$ cat config.mk
export PLATFORM = sky130hd
export DESIGN_NAME = rst_supervisor
export DESIGN_NICKNAME = d
export VERILOG_FILES = /design/src/rtl/sup_pkg.sv /design/src/rtl/sup_sync.sv /design/src/rtl/sup_reset_timer.sv /design/src/rtl/sup_watchdog.sv /design/src/rtl/rst_supervisor.sv
export SDC_FILE = /design/constraint.sdc
export NUM_CORES = 1
export LEC_CHECK = 0
export BUFFER_PORTS_ARGS = -buffer_cell sky130_fd_sc_hd__clkbuf_2
export CAP_MARGIN = 20
export CORE_UTILIZATION = 50
export CTS_CLUSTER_DIAMETER = 200
export DETAILED_ROUTE_END_ITERATION = 10
export PLACE_DENSITY = 0.71
export SLEW_MARGIN = 25
export SYNTH_ARGS = -nofsm -noshare
export SYNTH_HDL_FRONTEND = slang
export SYNTH_SLANG_ARGS = --single-unit
$ cat constraint.sdc
create_clock -name clk -period 6.5 [get_ports clk]
set_clock_uncertainty 0.15 [all_clocks]
set_input_delay 0 -clock clk [delete_from_list [all_inputs] [get_ports clk]]
set_output_delay 0 -clock clk [all_outputs]
set_load 0.01 [all_outputs]
$ cat src/rtl/sup_pkg.sv
package sup_pkg;

    localparam int unsigned SUP_CNT_W       = 24;
    localparam int unsigned SUP_EXT_MULT    = 500;
    localparam int unsigned SUP_SYNC_STAGES = 2;

    // asynchronous inputs that share one synchronizer chain
    typedef struct packed {
        logic supply_ok;
        logic kick;
        logic mode_ext;
        logic kick_float;
    } sup_in_t;

endpackage

$ cat src/rtl/sup_sync.sv
module sup_sync #(
    parameter int unsigned STAGES = sup_pkg::SUP_SYNC_STAGES
) (
    input  logic             clk,
    input  logic             por_n,
    input  sup_pkg::sup_in_t raw,
    output sup_pkg::sup_in_t clean
);
    localparam int unsigned W = $bits(sup_pkg::sup_in_t);

    logic [W-1:0] stage_q [STAGES];
    logic [W-1:0] stage_d [STAGES];

    generate
        for (genvar g = 0; g < STAGES; g++) begin : g_stage
            if (g == 0) begin : g_first
                always_comb stage_d[g] = raw;
            end else begin : g_next
                always_comb stage_d[g] = stage_q[g-1];
            end
            always_ff @(posedge clk) begin
                if (!por_n) stage_q[g] <= '0;
                else        stage_q[g] <= stage_d[g];
            end
        end
    endgenerate

    assign clean = sup_pkg::sup_in_t'(stage_q[STAGES-1]);

endmodule

$ cat src/rtl/sup_reset_timer.sv
module sup_reset_timer #(
    parameter int unsigned CNT_W = sup_pkg::SUP_CNT_W
) (
    input  logic             clk,
    input  logic             por_n,
    input  logic             supply_ok,
    input  logic             wd_expire,
    input  logic [CNT_W-1:0] period,
    output logic             rst_active
);
    typedef struct packed {
        logic             active;
        logic [CNT_W-1:0] cnt;
        logic [CNT_W-1:0] per;
    } rt_state_t;

    rt_state_t st_d, st_q;

    always_comb begin
        st_d = st_q;
        if (!supply_ok || wd_expire) begin
            st_d.active = 1'b1;
            st_d.cnt    = '0;
            st_d.per    = period;
        end else if (st_q.active) begin
            if ({1'b0, st_q.cnt} + 1'b1 >= {1'b0, st_q.per}) begin
                st_d.active = 1'b0;
                st_d.cnt    = '0;
            end else begin
                st_d.cnt = st_q.cnt + 1'b1;
            end
        end
    end

    always_ff @(posedge clk) begin
        if (!por_n) begin
            st_q.active <= 1'b1;
            st_q.cnt    <= '0;
            st_q.per    <= period;
        end else begin
            st_q <= st_d;
        end
    end

    assign rst_active = st_q.active;

    p_supply_low_asserts_r2: assert property (@(posedge clk) disable iff (!por_n)
        !supply_ok |=> rst_active);

    p_expiry_asserts_r4: assert property (@(posedge clk) disable iff (!por_n)
        wd_expire |=> rst_active);

    p_release_needs_supply_r3: assert property (@(posedge clk) disable iff (!por_n)
        $fell(rst_active) |-> $past(supply_ok));

endmodule

$ cat src/rtl/sup_watchdog.sv
module sup_watchdog #(
    parameter int unsigned CNT_W    = sup_pkg::SUP_CNT_W,
    parameter int unsigned EXT_MULT = sup_pkg::SUP_EXT_MULT
) (
    input  logic             clk,
    input  logic             por_n,
    input  logic             rst_active,
    input  logic             enable,
    input  logic             kick_s,
    input  logic             mode_s,
    input  logic             float_s,
    input  logic [CNT_W-1:0] base_period,
    output logic             expire
);
    localparam int unsigned LIM_W = CNT_W + $clog2(EXT_MULT) + 1;
    localparam logic [LIM_W-1:0] MULT_V = LIM_W'(EXT_MULT);
    localparam logic [LIM_W-1:0] ONE_V  = LIM_W'(1);

    typedef struct packed {
        logic             kick_prev;
        logic             mode_prev;
        logic             ext;
        logic [LIM_W-1:0] cnt;
        logic [LIM_W-1:0] lim;
    } wd_state_t;

    wd_state_t st_d, st_q;

    logic             kick_edge, mode_edge, self_svc, clr;
    logic [LIM_W-1:0] base_w, new_lim, svc_pt, cnt_inc;

    always_comb begin
        base_w    = LIM_W'(base_period);
        new_lim   = mode_s ? base_w * MULT_V : base_w;
        if (new_lim == '0) new_lim = ONE_V;
        cnt_inc   = st_q.cnt + ONE_V;
        svc_pt    = st_q.lim - (st_q.lim >> 4);
        kick_edge = kick_s ^ st_q.kick_prev;
        mode_edge = mode_s ^ st_q.mode_prev;
        self_svc  = st_q.ext && float_s && (cnt_inc >= svc_pt);
        clr       = rst_active || kick_edge || mode_edge || self_svc;
        expire    = enable && !clr && (cnt_inc >= st_q.lim);

        st_d           = st_q;
        st_d.kick_prev = kick_s;
        st_d.mode_prev = mode_s;
        if (clr || !enable) begin
            st_d.cnt = '0;
            st_d.lim = new_lim;
            st_d.ext = mode_s;
        end else if (expire) begin
            st_d.cnt = '0;
        end else begin
            st_d.cnt = cnt_inc;
        end
    end

    always_ff @(posedge clk) begin
        if (!por_n) begin
            st_q.kick_prev <= 1'b0;
            st_q.mode_prev <= 1'b0;
            st_q.ext       <= 1'b0;
            st_q.cnt       <= '0;
            st_q.lim       <= ONE_V;
        end else begin
            st_q <= st_d;
        end
    end

    p_held_clear_r5: assert property (@(posedge clk) disable iff (!por_n)
        rst_active |=> (st_q.cnt == '0));

    p_kick_restarts_r6: assert property (@(posedge clk) disable iff (!por_n)
        (kick_s != $past(kick_s)) |=> (st_q.cnt == '0));

    p_mode_restarts_r7: assert property (@(posedge clk) disable iff (!por_n)
        (mode_s != $past(mode_s)) |=> (st_q.cnt == '0));

    p_float_ext_quiet_r9: assert property (@(posedge clk) disable iff (!por_n)
        (st_q.ext && float_s) |-> !expire);

    p_disabled_quiet_r10: assert property (@(posedge clk) disable iff (!por_n)
        !enable |-> !expire);

endmodule

$ cat src/rtl/rst_supervisor.sv
module rst_supervisor #(
    parameter int unsigned CNT_W       = sup_pkg::SUP_CNT_W,
    parameter int unsigned EXT_MULT    = sup_pkg::SUP_EXT_MULT,
    parameter int unsigned SYNC_STAGES = sup_pkg::SUP_SYNC_STAGES,
    parameter bit          ACTIVE_LOW  = 1'b1
) (
    input  logic             clk,
    input  logic             por_n,
    input  logic             supply_ok,
    input  logic             wd_kick,
    input  logic             wd_mode_ext,
    input  logic             wd_enable,
    input  logic             wd_kick_float,
    input  logic [CNT_W-1:0] rst_period,
    input  logic [CNT_W-1:0] wd_base_period,
    output logic             rst_out
);
    sup_pkg::sup_in_t raw_in, sync_in;
    logic rst_active, wd_expire;

    assign raw_in = '{supply_ok: supply_ok, kick: wd_kick,
                      mode_ext: wd_mode_ext, kick_float: wd_kick_float};

    sup_sync #(.STAGES(SYNC_STAGES)) u_sync (
        .clk   (clk),
        .por_n (por_n),
        .raw   (raw_in),
        .clean (sync_in)
    );

    sup_reset_timer #(.CNT_W(CNT_W)) u_rtimer (
        .clk        (clk),
        .por_n      (por_n),
        .supply_ok  (sync_in.supply_ok),
        .wd_expire  (wd_expire),
        .period     (rst_period),
        .rst_active (rst_active)
    );

    sup_watchdog #(.CNT_W(CNT_W), .EXT_MULT(EXT_MULT)) u_wdog (
        .clk         (clk),
        .por_n       (por_n),
        .rst_active  (rst_active),
        .enable      (wd_enable),
        .kick_s      (sync_in.kick),
        .mode_s      (sync_in.mode_ext),
        .float_s     (sync_in.kick_float),
        .base_period (wd_base_period),
        .expire      (wd_expire)
    );

    generate
        if (ACTIVE_LOW) begin : g_low
            assign rst_out = ~rst_active;
        end else begin : g_high
            assign rst_out = rst_active;
        end
    endgenerate

endmodule

==> out/metrics.yaml <==
timing:
  finalCriticalPeriod_ns: 6.22
  setup_viol_count_final: 0
  finalSetupTns_ns: 0
  rsz0062_at_grt: "false"
  hold_viol: 0
  fin_crit_sh_pct: 95.7
  max-slew-margin-rel_pct: 36.1
  slew_viol_final: 0
  max_freq_mhz: 161
  tightestPinTransition_ns: 0.953
  whs_ns: 0.00529
die:
  fp.coreArea_um2: 26000
  die_h_um: 165
  num_io_pins: 56
  start_util_pct: 50.9
  die_area_um2: 27100
  die_x_um: 165
  rows: 59
setup_path:
  cp_max_fo: 8
  crit_slowest_cell: "dlygate4sd3_1"
  crit_chain: "dlygate4sd3_1, clkbuf_2, inv_1, fa_1, fa_1, fa_1, inv_1, fa_1, ha_1, and3_1, a221oi_2, a211oi_2, or3_1, a31o_2, nor4_2, nand4_1, nor4_2, nand4b_1, o311ai_1, dlygate4sd3_1"
  cp-start-kind: "input port"
  end_kind: "flip-flop"
  critPathRequiredTime_ns: 6.72
  arrival_ns: 6.44
  crit_family: "adder cells"
  path_class: "input port to flip-flop"
  crit_buf_inv: 5
  slowest_delay_ns: 0.59
  critPathMostFrequentCell: "fa_1"
synthesis:
  yosysMostFrequentCell: "ha_1"
  synth_top_area_share_pct: 18.0
  synth.distinct_cells: 69
  synth_nets: 1832
  synth_edf_count: 24
  synth_seq_cells: 127
  ys_warn_count: 0
  yosys-top-cells-area: "ha_1 18%, dfxtp_1 16%, fa_1 13%"
  synthTopCellsByCount: "190 x ha_1, 184 x inv_1, 106 x nor2_1"
  avgSynthCellArea_um2: 8.81
  synthCells: 1500
  synth_ff_type: "dfxtp_1"
  async_flop_share_pct: 0
  ys_seq_area_share_pct: 21.0
  synth_area_um2: 13200
  synth_top_area_cell: "ha_1"
placed_design:
  numPortBuffers: 55
  gp_congestion: 0.921
  dpl.cell_count: 1863
  dp_hpwl_um: 24600
global_route:
  grt_pass1_vias: 10900
  grt_overflow_total: 0
  antenna_found_initial: 0
  grt_max_degree: 35
  grt_usage_pct: 23.9
  grt_pass1_wl_um: 51800
clocking:
  clock-sinks: 127
  clockRootBuffer: "clkbuf_16"
  clk_latency_ns: 0.43
  cts_setup_buffers: 0
  clockBufferDepth: 2
  cts_max_level: 4
  cts_buffers: 17
  cts_tree: "built"
  clk_pin_slew_worst_paths_ns: 0.06
finish:
  finalNonFillerCells: 1944
  area_growth_pct: 12.9
  n_antenna_cell: 0
  layout-drive-gt1-share_pct: 7.96
  nNetsFinal: 1928
  num-fill-cells: 2331
job:
  cap_violations: 0
drt:
  wl_per_cell_um: 15.9
  routed_wl_um: 30900
  vias_per_cell: 5.58
  num_vias: 10800
  antenna_left: 0
  dr.pass1.iters: 5
  drtIter0Drc: 534
  drc: 0
pwr:
  static-leakage-power_nw: 6.94
  power.density_nw_per_um2: 339
  peakVddDrop_mv: 0.206
min_path:
  min_path_type: "input port to flip-flop"
run_status:
  status: "completed"
## per-layer routing
layer / global-route usage, % / wire length, um
met5: 0 / 0
met4: 8.09 / 665
met3: 2.66 / 1030
met2: 41.8 / 15100
met1: 30.4 / 14200
## sequential cells by signal (all words and copies together) (netlist names)
name	cells
u_wdog.st_q	70
u_rtimer.st_q	48
u_sync.stage_q	8
u_rtimer.rst_active	1
## through the flow
stage                     utilization [%]  setup slack, ns  power [mW]  cell area [um2]
after floorplan                         -             1.14        3.42            13200
after global placement               53.2            0.920        3.98            13800
after detailed placement             53.2            0.705        4.03            13800
after CTS                            57.3            0.183        5.03            14900
after global routing                 57.5         0.000114        5.53            14900
final                                57.5            0.279        5.06            14900
## cells in the final DEF (no fill, tap or decap), types with 42 or more instances in the layout
cell type,n
a21o_1,43
nand2_1,79
xor2_1,42
fa_1,87
dfxtp_1,103
nor2b_1,51
o21ai_0,46
dlygate4sd3_1,49
nor2_1,105
xnor2_1,59
inv_1,184
clkbuf_2,55
a21oi_1,101
ha_1,190
## tightest hold or removal path: cells and delay by family
family | cells | cell delay [ns]
multiplexers | 1 | 0.23
buffers and inverters | 1 | 0.20
AO/OA/AOI/OAI | 1 | 0.10
## cell type report
type                       count  area (um2)  share of cell area (%)
clock buffer                  17         425                    2.85
multi-input combinational   1151        9590                    64.3
inverter                     185         694                    4.65
tap                          335         419                    2.81
clock inverter                15         161                    1.08
timing repair buffer         114         853                    5.72
sequential                   127        2780                    18.6
## worst paths after layout
| check | from | endpoint | slack [ns] | cells past startpoint |
|---|---|---|---|---|
| max | wd_base_period[1] | u_wdog.st_q[0] | 0.28 | 20 |
| min | wd_base_period[20] | u_wdog.st_q[20] | 0.005 | 3 |
| max reg2reg | u_wdog.st_q[4] | u_wdog.st_q[0] | 0.34 | 23 |
| min reg2reg | u_sync.stage_q[0][0] | u_sync.stage_q[1][0] | 0.29 | 1 |
## power breakdown
group          leakage, nW  internal, mW  switching [mW]
clock                0.279         0.570           0.388
sequential            1.09         0.849          0.0366
combinational         5.57          1.39            1.82
## cell families (layout without fill, tap and decap cells)
kind of cell / Yosys count / after routing / synth area share [%]
adder cells (fa/ha/maj): 277 / 277 / 31.2
multiplexers: 18 / 18 / 1.38
AND/OR/NAND/NOR: 415 / 415 / 16.0
flip-flops: 127 / 127 / 21.0
XOR/XNOR: 101 / 101 / 6.69
other: 1 / 1 / 0.0284
AO/OA/AOI/OAI: 339 / 339 / 16.9
buffers and inverters: 222 / 331 / 6.72
## what timing repair did
action,4_1_cts,5_1_grt
setup endpoints to repair,0,1
hold buffers,49,0
hold endpoints to repair,48,0
resized for setup,0,11
No activity file was read; power rests on OpenSTA's default activity.
